$ cat src/rtl/bie_pkg.sv
package bie_pkg;
  typedef enum logic {
    DRIVE_TRUE = 1'b0,
    DRIVE_INV  = 1'b1
  } polarity_e;

  function automatic int unsigned half_of(input int unsigned w);
    return w / 2;
  endfunction
endpackage

$ cat src/rtl/bie_popcount.sv
module bie_popcount #(
  parameter int unsigned W  = 16,
  localparam int unsigned CW = $clog2(W + 1)
) (
  input  logic [W-1:0]  vec,
  output logic [CW-1:0] count
);
  always_comb begin
    count = '0;
    for (int i = 0; i < int'(W); i++) begin
      count = count + CW'(vec[i]);
    end
  end
endmodule

$ cat src/rtl/bie_lane.sv
module bie_lane
  import bie_pkg::*;
#(
  parameter int unsigned LANE_W = 16
) (
  input  logic              enable,
  input  logic [LANE_W-1:0] cand,
  input  logic [LANE_W-1:0] prev_wire,
  output logic [LANE_W-1:0] wire_next,
  output polarity_e         pol
);
  localparam int unsigned CW   = $clog2(LANE_W + 1);
  localparam int unsigned HALF = half_of(LANE_W);

  logic [CW-1:0] toggles;

  bie_popcount #(.W(LANE_W)) u_cnt (
    .vec   (cand ^ prev_wire),
    .count (toggles)
  );

  always_comb begin
    // a tie at exactly HALF stays true
    if (enable && (toggles > CW'(HALF))) begin
      pol       = DRIVE_INV;
      wire_next = ~cand;
    end else begin
      pol       = DRIVE_TRUE;
      wire_next = cand;
    end
  end
endmodule

$ cat src/rtl/bie_encoder.sv
module bie_encoder
  import bie_pkg::*;
#(
  parameter int unsigned LANES  = 2,
  parameter int unsigned LANE_W = 16,
  localparam int unsigned DATA_W = LANES * LANE_W
) (
  input  logic              clk,
  input  logic              rst_n,
  input  logic              enable,
  input  logic              in_valid,
  input  logic [DATA_W-1:0] in_data,
  output logic [DATA_W-1:0] bus_data,
  output logic [LANES-1:0]  bus_flag,
  output logic              bus_valid
);
  logic [DATA_W-1:0] wire_q;
  logic [LANES-1:0]  flag_q;
  logic              valid_q;
  logic [DATA_W-1:0] wire_d;
  logic [LANES-1:0]  flag_d;

  for (genvar g = 0; g < int'(LANES); g++) begin : g_lane
    polarity_e pol;
    bie_lane #(.LANE_W(LANE_W)) u_lane (
      .enable    (enable),
      .cand      (in_data[g*LANE_W +: LANE_W]),
      .prev_wire (wire_q[g*LANE_W +: LANE_W]),
      .wire_next (wire_d[g*LANE_W +: LANE_W]),
      .pol       (pol)
    );
    assign flag_d[g] = (pol == DRIVE_INV);
  end

  always_ff @(posedge clk or negedge rst_n) begin
    if (!rst_n) begin
      wire_q  <= '0;
      flag_q  <= '0;
      valid_q <= 1'b0;
    end else begin
      valid_q <= in_valid;
      if (in_valid) begin
        wire_q <= wire_d;
        flag_q <= flag_d;
      end
    end
  end

  assign bus_data  = wire_q;
  assign bus_flag  = flag_q;
  assign bus_valid = valid_q;
endmodule

$ cat config.mk
export PLATFORM = sky130hd
export DESIGN_NAME = bie_encoder
export DESIGN_NICKNAME = d
export VERILOG_FILES = /design/src/rtl/bie_pkg.sv /design/src/rtl/bie_popcount.sv /design/src/rtl/bie_lane.sv /design/src/rtl/bie_encoder.sv
export SDC_FILE = /design/constraint.sdc
export NUM_CORES = 1
export LEC_CHECK = 0
export ABC_CLOCK_PERIOD_IN_PS = 12500
export BUFFER_PORTS_ARGS = -buffer_cell sky130_fd_sc_hd__buf_2
export CAP_MARGIN = 20
export CORE_MARGIN = 5
export CORE_UTILIZATION = 38
export DETAILED_ROUTE_END_ITERATION = 8
export GPL_ROUTABILITY_DRIVEN = 0
export MAX_ROUTING_LAYER = met4
export SLEW_MARGIN = 20
export SYNTH_ARGS = -nofsm -noshare
export SYNTH_HDL_FRONTEND = slang
export SYNTH_SLANG_ARGS = --single-unit
$ cat constraint.sdc
create_clock -name clk -period 12.5 [get_ports clk]
set_input_delay 1.25 -clock clk [delete_from_list [all_inputs] [get_ports clk]]
set_output_delay 1.25 -clock clk [all_outputs]
set_load 0.01 [all_outputs]
# Yosys cells after proc, flatten, opt, wreduce, memory -nomap -nowiden
# Cells that the tools add are included.
# word_totals
inputBits	36
output_inout_bits	35
elab_cells	45
reg_bits	35
# classes
muxes	4
order_cmp	2
n_bitwise	4
n_reduce_logical	2
add_sub_neg	30
# ops
operator	count
5-bit by 1-bit adder with 5-bit output	22
16-bit two-way mux	2
16-bit NOT	2
16-bit XOR	2
4-bit by 1-bit adder with 5-bit output	2
5-bit by 4-bit greater-than comparator with 1-bit output (second input constant)	2
3-bit by 1-bit adder with 4-bit output	2
2-bit by 1-bit adder with 3-bit output	2
1-bit by 1-bit adder with 2-bit output	2
1-bit logical AND	2
1-bit two-way mux	2

# Longest topological paths before layout
# Gate-level depths: netlist of the first run.
# depth
word_depth	19
mapped_depth	17

# By module
# A second synthesis of the first run with hierarchy kept.
# hier_totals
hier_cells	239
hier_area_um2	2899.0
# modules_own_cells
module	area_each_um2	instances	cells_per_inst
bie_encoder	1442.6	1	73
bie_popcount	407.9	2	47
bie_lane	320.3	2	36

# Worst setup path before layout of the first run
# No wires, ideal clock.
# synth_path
path_type	input -> register
startpoint	input port in_data[0]
endpoint	register wire_q[0], in the netlist bus_data[0]
cell_stages	17
t_arrival_ps	5303
n_path_buf	2
setup_ps	82
slack_ps	7115
cell_sequence	xnor2_1 > fa_1 > inv_1 > fa_1 > fa_1 > inv_1 > fa_1 > inv_1 > ha_1 > inv_1 > fa_1 > nand2b_1 > o32ai_2 > buf_2 > buf_4 > o31ai_1 > a31oi_1
# synth_via
elab_chain_cells	19
word_cells_on_any_way	20
# synth_lines
item	line	source
from (decl)	bie_encoder.sv:12	input logic [DATA_W-1:0] in_data,
16-bit XOR	bie_lane.sv:18	.vec (cand ^ prev_wire),
1-bit by 1-bit adder with 2-bit output	bie_popcount.sv:11	count = count + CW'(vec[i]);
2-bit by 1-bit adder with 3-bit output	bie_popcount.sv:11	
3-bit by 1-bit adder with 4-bit output	bie_popcount.sv:11	
4-bit by 1-bit adder with 5-bit output	bie_popcount.sv:11	
5-bit by 1-bit adder with 5-bit output (11 in series)	bie_popcount.sv:11	
5-bit by 4-bit greater-than comparator with 1-bit output	bie_lane.sv:24	if (enable && (toggles > CW'(HALF))) begin
1-bit logical AND	bie_lane.sv:24	
16-bit two-way mux *	bie_lane.sv:24	
to (signal assigned)	bie_encoder.sv:43	wire_q <= wire_d;
to (decl)	bie_encoder.sv:17	logic [DATA_W-1:0] wire_q;
# Every way passes the cells marked *; elsewhere a longest branch is shown, timed or not.
# A chain may end at the register's enable or synchronous reset.

# Worst setup path after layout of the first run
# layout_path
startpoint	input port in_data[16]
endpoint	register flag_q[1], in the netlist bus_flag[1]
# layout_via
elab_chain_cells	19
# layout_lines
item	line	source
16-bit XOR	bie_lane.sv:18	
1-bit by 1-bit adder with 2-bit output	bie_popcount.sv:11	
2-bit by 1-bit adder with 3-bit output	bie_popcount.sv:11	
3-bit by 1-bit adder with 4-bit output	bie_popcount.sv:11	
4-bit by 1-bit adder with 5-bit output	bie_popcount.sv:11	
5-bit by 1-bit adder with 5-bit output (11 in series)	bie_popcount.sv:11	
5-bit by 4-bit greater-than comparator with 1-bit output	bie_lane.sv:24	
1-bit logical AND	bie_lane.sv:24	
1-bit two-way mux	bie_lane.sv:24	
to (signal assigned)	bie_encoder.sv:44	flag_q <= flag_d;
to (decl)	bie_encoder.sv:18	logic [LANES-1:0] flag_q;
# Every way passes these cells.

==> impl_metrics.ini, run 1 <==
[routing]
routedWlPerCell_um = 15.1
wl_met3_um = 372
route.antenna.remaining_nets = 0
detail_route.iter0.violations = 64
wl_met2_um = 3350
highest_layer = met4
dr.pass1.iters = 4
vias = 2439
finalWirelength_um = 6850
drcViolationCount = 0
wl_met1_um = 3090
viasPerCell = 5.36

[global_route]
grt_pass1_vias = 2344
grt_pass1_wl_um = 11500
grt_use_total = 0.151
overflow = 0
grt_max_degree = 68
antenna_found_initial = 0

[final_layout]
nets = 418
drive_gt1_frac = 0.263
antenna_cells = 0
area_growth_pct = 16.5
fill_cells = 760
final_area_um2 = 3430

[clock_network]
clock_sinks = 35
cts_hold_buf = 0
cts_tree = done
path_clk_slew_ps = 80
cts_max_level = 2
postCtsSetupBuffers = 0
clockBufferDepth = 2
root_buffer = clkbuf_8
clk_latency_ps = 290
post_cts_resized = 0
cts_made_buffers = 5

[yosys]
ys_seq_elements = 35
ys_seq_area_frac = 0.297
yosysWarnings = 0
synthCells = 295
yosysUniqueCellTypes = 32
synth.net_count = 361
synth_area_um2 = 2950
syn_avg_cell_area_um2 = 9.99

[sta]
tightest_slew_ps = 832
fmaxAchievable_mhz = 177
slew_headroom = 0.445
finalSetupTns_ps = 0
slew_violations = 0
finClkSkew_ps = 3.89
setup_ws_ps = 6850
layout_min_cycle_time_ps = 5650
rsz0062_at_grt = no
min_period_over_period = 0.452
hold_viol = 0
setup_viol = 0

[floorplanning]
io_pins = 71
die_x_um = 98.1
start_util = 0.385
row_count = 32
die_area_um2 = 9620
die_height_um = 98.1
core_area_um2 = 7650

[status]
status = complete, no violations

[critical_path]
crit_path_end_kind = flip-flop
required_ps = 12680
worstPathArrival_ps = 5830
path_max_fanout = 33
crit_type = input pin to flip-flop
path_cells = buf_2 > xnor2_1 > fa_1 > inv_1 > fa_1 > fa_1 > inv_1 > fa_1 > inv_1 > ha_1 > inv_1 > fa_1 > or3b_1 > o221ai_4 > nor3_1 > mux2_2
cp.buffers_inverters = 5
cp_top_family = adder cells
cpMaxStageDelayCell = o221ai_4
cp_common_cell = fa_1
cpPeakStageDelay_ps = 640
start_kind = input pin

[job]
max_cap_viol_count = 0

[placed_design]
pre_cts_slack_ps = 6500
place_area_um2 = 3320
dp_hpwl_um = 5000
port_buffers = 70

[worst_hold_path]
hold_class = flip-flop to flip-flop
[cells in the mapped netlist (all sizes together)]
master  number  share of area
or3b         2         0.0059
a21oi        1         0.0030
ha          10          0.042
o41ai        1         0.0093
and2         1         0.0021
xor2        22          0.065
o32ai        1         0.0055
buf         12          0.036
a21o         1         0.0025
mux2         2         0.0076
clkbuf      13          0.018
o221ai       1         0.0051
mux2i        1         0.0047
and3b        1         0.0030
nor3         2         0.0034
fa          20           0.14
or4         32          0.081
nor2        32          0.041
inv         23          0.029
nand2b       3         0.0064
and3         1         0.0038
dfrtp       35           0.30
o31ai       32          0.081
xnor2       11          0.033
a31oi       32          0.068
or2          1         0.0021
nand4b       1         0.0030
a211oi       1         0.0042
[state kept, by name, summed over array words and instances, names as in the netlist]
name       count
bus_valid      1
bus_data      32
bus_flag       2
[routing by layer]
layer,up-vias,GRT usage
li1,1192,-
met1,1180,0.191
met2,63,0.247
met3,4,0.0364
met4,0,0.0341
met5,-,-
[cell type report]
class,count,area (um2),area share
repair buffers,75,388,0.113
clock inverters,2,35.0,0.0102
clock buffers,6,82.6,0.0241
flip-flops and latches,35,876,0.255
multi-input cells,212,1840,0.535
well taps,102,128,0.0372
inverters,23,86.3,0.0251
[kinds of logic after synthesis]
family,Yosys count,synth area share
compound gates,70,0.179
buf+inv,48,0.0832
flops,35,0.297
xor+xnor,33,0.0980
fa+ha+maj,30,0.178
simple gates,76,0.152
mux,3,0.0123
[through the flow]
step	hold slack (ps)	utilization	instances
5_1_grt	534	0.449	455
2_1_floorplan	551	-	295
6_report	516	0.449	455
3_3_place_gp	488	0.432	447
3_5_place_dp	498	0.434	447
4_1_cts	518	0.449	455
[layout by cell type (no fill, tap or decap)]
cell	synthesis	routed
a21o_1	1	1
a31oi_1	32	32
buf_4	1	5
buf_2	4	70
inv_1	22	22
mux2_2	2	2
o41ai_4	1	1
xor2_1	22	22
fa_1	20	20
nand4b_1	1	1
nand2b_1	3	3
and2_1	1	1
o221ai_4	0	1
nor2_1	32	32
clkbuf_8	0	6
dfrtp_1	35	35
o31ai_1	32	32
xnor2_1	11	11
and3_4	1	1
inv_2	1	1
clkinv_2	0	1
or3b_1	2	2
o32ai_2	1	1
or4_1	32	32
mux2i_2	1	1
bufinv_16	0	1
a21oi_2	1	1
a211oi_2	1	1
ha_1	10	10
nor3_1	2	2
or2_1	1	1
and3b_1	1	1
[worst paths after layout]
kind | to | start | slack [ps] | depth (start not counted)
worst min-delay path | bus_flag[0]$_DFFE_PN0P_ | bus_flag[0]$_DFFE_PN0P_ | 520 | 1
max in group asynchronous | bus_data[27]$_DFFE_PN0P_ | rst_n | 10930 | 1
worst min register to register | bus_flag[0]$_DFFE_PN0P_ | bus_flag[0]$_DFFE_PN0P_ | 520 | 1
min in group asynchronous | bus_data[12]$_DFFE_PN0P_ | rst_n | 1060 | 1
worst max-delay path | bus_flag[1]$_DFFE_PN0P_ | in_data[16] | 6850 | 16
worst max register to register | bus_flag[1]$_DFFE_PN0P_ | bus_data[16]$_DFFE_PN0P_ | 7490 | 15
Power of run 1 is left out: the tool's default activity adds up to more than one toggle a clock period on the data nets, which glitch-free logic cannot reach.
==> run 2: changes to the inputs <==
--- a/config.mk
+++ b/config.mk
@@ -5,7 +5,7 @@
 export SDC_FILE = /design/constraint.sdc
 export NUM_CORES = 1
 export LEC_CHECK = 0
-export ABC_CLOCK_PERIOD_IN_PS = 12500
+export ABC_CLOCK_PERIOD_IN_PS = 5100
 export BUFFER_PORTS_ARGS = -buffer_cell sky130_fd_sc_hd__buf_2
 export CAP_MARGIN = 20
 export CORE_MARGIN = 5
==> constraint.sdc (replaced) <==
create_clock -name clk -period 5.1 [get_ports clk]
set_input_delay 0.51 -clock clk [delete_from_list [all_inputs] [get_ports clk]]
set_output_delay 0.51 -clock clk [all_outputs]
set_load 0.01 [all_outputs]
==> impl_metrics.ini, run 2 (synthesis results as in run 1) <==
[sta]
layout_min_cycle_time_ps = 4710
tightest_slew_ps = 817
fmaxAchievable_mhz = 212
finalSetupTns_ps = 0
slew_headroom = 0.455
finClkSkew_ps = 7.01
slew_violations = 0
setup_viol = 0
rsz0062_at_grt = no
setup_ws_ps = 390
min_period_over_period = 0.924
hold_viol = 0
whs_ps = 313

[floorplanning]
io_pins = 71
die_x_um = 98.1
die_height_um = 98.1
row_count = 32
core_area_um2 = 7650
die_area_um2 = 9620
start_util = 0.385

[clock_network]
postCtsSetupBuffers = 0
post_cts_resized = 0
cts_max_level = 2
path_clk_slew_ps = 80
root_buffer = clkbuf_8
cts_hold_buf = 0
clock_sinks = 35
cts_made_buffers = 5
clk_latency_ps = 290
clockBufferDepth = 2
cts_tree = done

[global_route]
antenna_found_initial = 0
grt_pass1_wl_um = 11700
grt_pass1_vias = 2367
grt_use_total = 0.152
grt_max_degree = 68
overflow = 0

[critical_path]
crit_path_end_kind = flip-flop
worstPathArrival_ps = 4920
path_max_fanout = 33
critPathLaunch = bus_data[0]$_DFFE_PN0P_
r2r-start = bus_data[0]$_DFFE_PN0P_
required_ps = 5310
start_kind = flip-flop
crit_type = flip-flop to flip-flop

[placed_design]
dp_hpwl_um = 5070
dp.cells = 449
pre_cts_slack_ps = 143
port_buffers = 70

[routing]
finalWirelength_um = 6890
routedWlPerCell_um = 15.1
detail_route.iter0.violations = 93
drcViolationCount = 0
route.antenna.remaining_nets = 0
viasPerCell = 5.34
dr.pass1.iters = 4
vias = 2441

[final_layout]
largest_register_ffs = 32
instances_no_fill = 457
antenna_cells = 0
drive_gt1_frac = 0.265
nets = 420
area_growth_pct = 18.4
final_common_cell = buf_2
final_cell_mix = buf_2, dfrtp_1

[job]
max_cap_viol_count = 0

[worst_hold_path]
hold_class = input pin to async pin

[status]
status = complete, no violations
[run 2: cell count changes in the layout (fill, tap and decap cells not counted)]
cell       previous run  this run
buf_4                 5         4
bufinv_16             1         2
o221ai_2              0         1
clkbuf_1              0         1
buf_12                0         3
clkbuf_8              6         5
clkinv_2              1         0
o221ai_4              1         0
[run 2: area by class of cell]
cell class	instances	area [um2]
Tap cell	102	128
Inverter	23	86.3
Clock buffer	6	72.6
Multi-Input combinational cell	212	1830
Timing Repair Buffer	77	440
Clock inverter	2	60.1
Sequential cell	35	876
Fill cell	763	4160
[run 2: path summary, 6_finish.rpt]
check / endpoint / slack [ps] / cells after the start
setup / recovery: bus_data[0]$_DFFE_PN0P_ / 390 / 16
hold reg to reg: bus_flag[0]$_DFFE_PN0P_ / 510 / 1
max in group asynchronous: bus_data[18]$_DFFE_PN0P_ / 4270 / 1
hold / removal: bus_data[12]$_DFFE_PN0P_ / 310 / 1
min in group clk: bus_data[13]$_DFFE_PN0P_ / 500 / 3
setup reg to reg: bus_data[0]$_DFFE_PN0P_ / 390 / 16
[run 2: layer usage]
layer  wire length (um)  GRT usage  up-vias
li1                   -          -     1192
met1               3180      0.206     1179
met2               3290      0.238       64
met3                355     0.0300        6
met4                 61     0.0319        0
met5                  0          -        -
[run 2: critical path, cell delays in order (launching register included)]
cell and delay [ps]:
dfrtp_1 400, xnor2_1 160, fa_1 530, inv_1 50
fa_1 500, fa_1 560, inv_1 60, fa_1 530
inv_1 40, ha_1 220, inv_1 70, fa_1 400
nand2b_1 180, o41ai_4 100, buf_12 170, or4_1 470
a31oi_1 180
[run 2: per-stage QoR]
step / area (um2) / utilization
CTS: 3490 / 0.456
finish: 3490 / 0.456
global route: 3490 / 0.456
global placement: 3360 / 0.439
floorplan: 2950 / -
detailed placement: 3360 / 0.439
Power of run 2 is left out for the same reason.
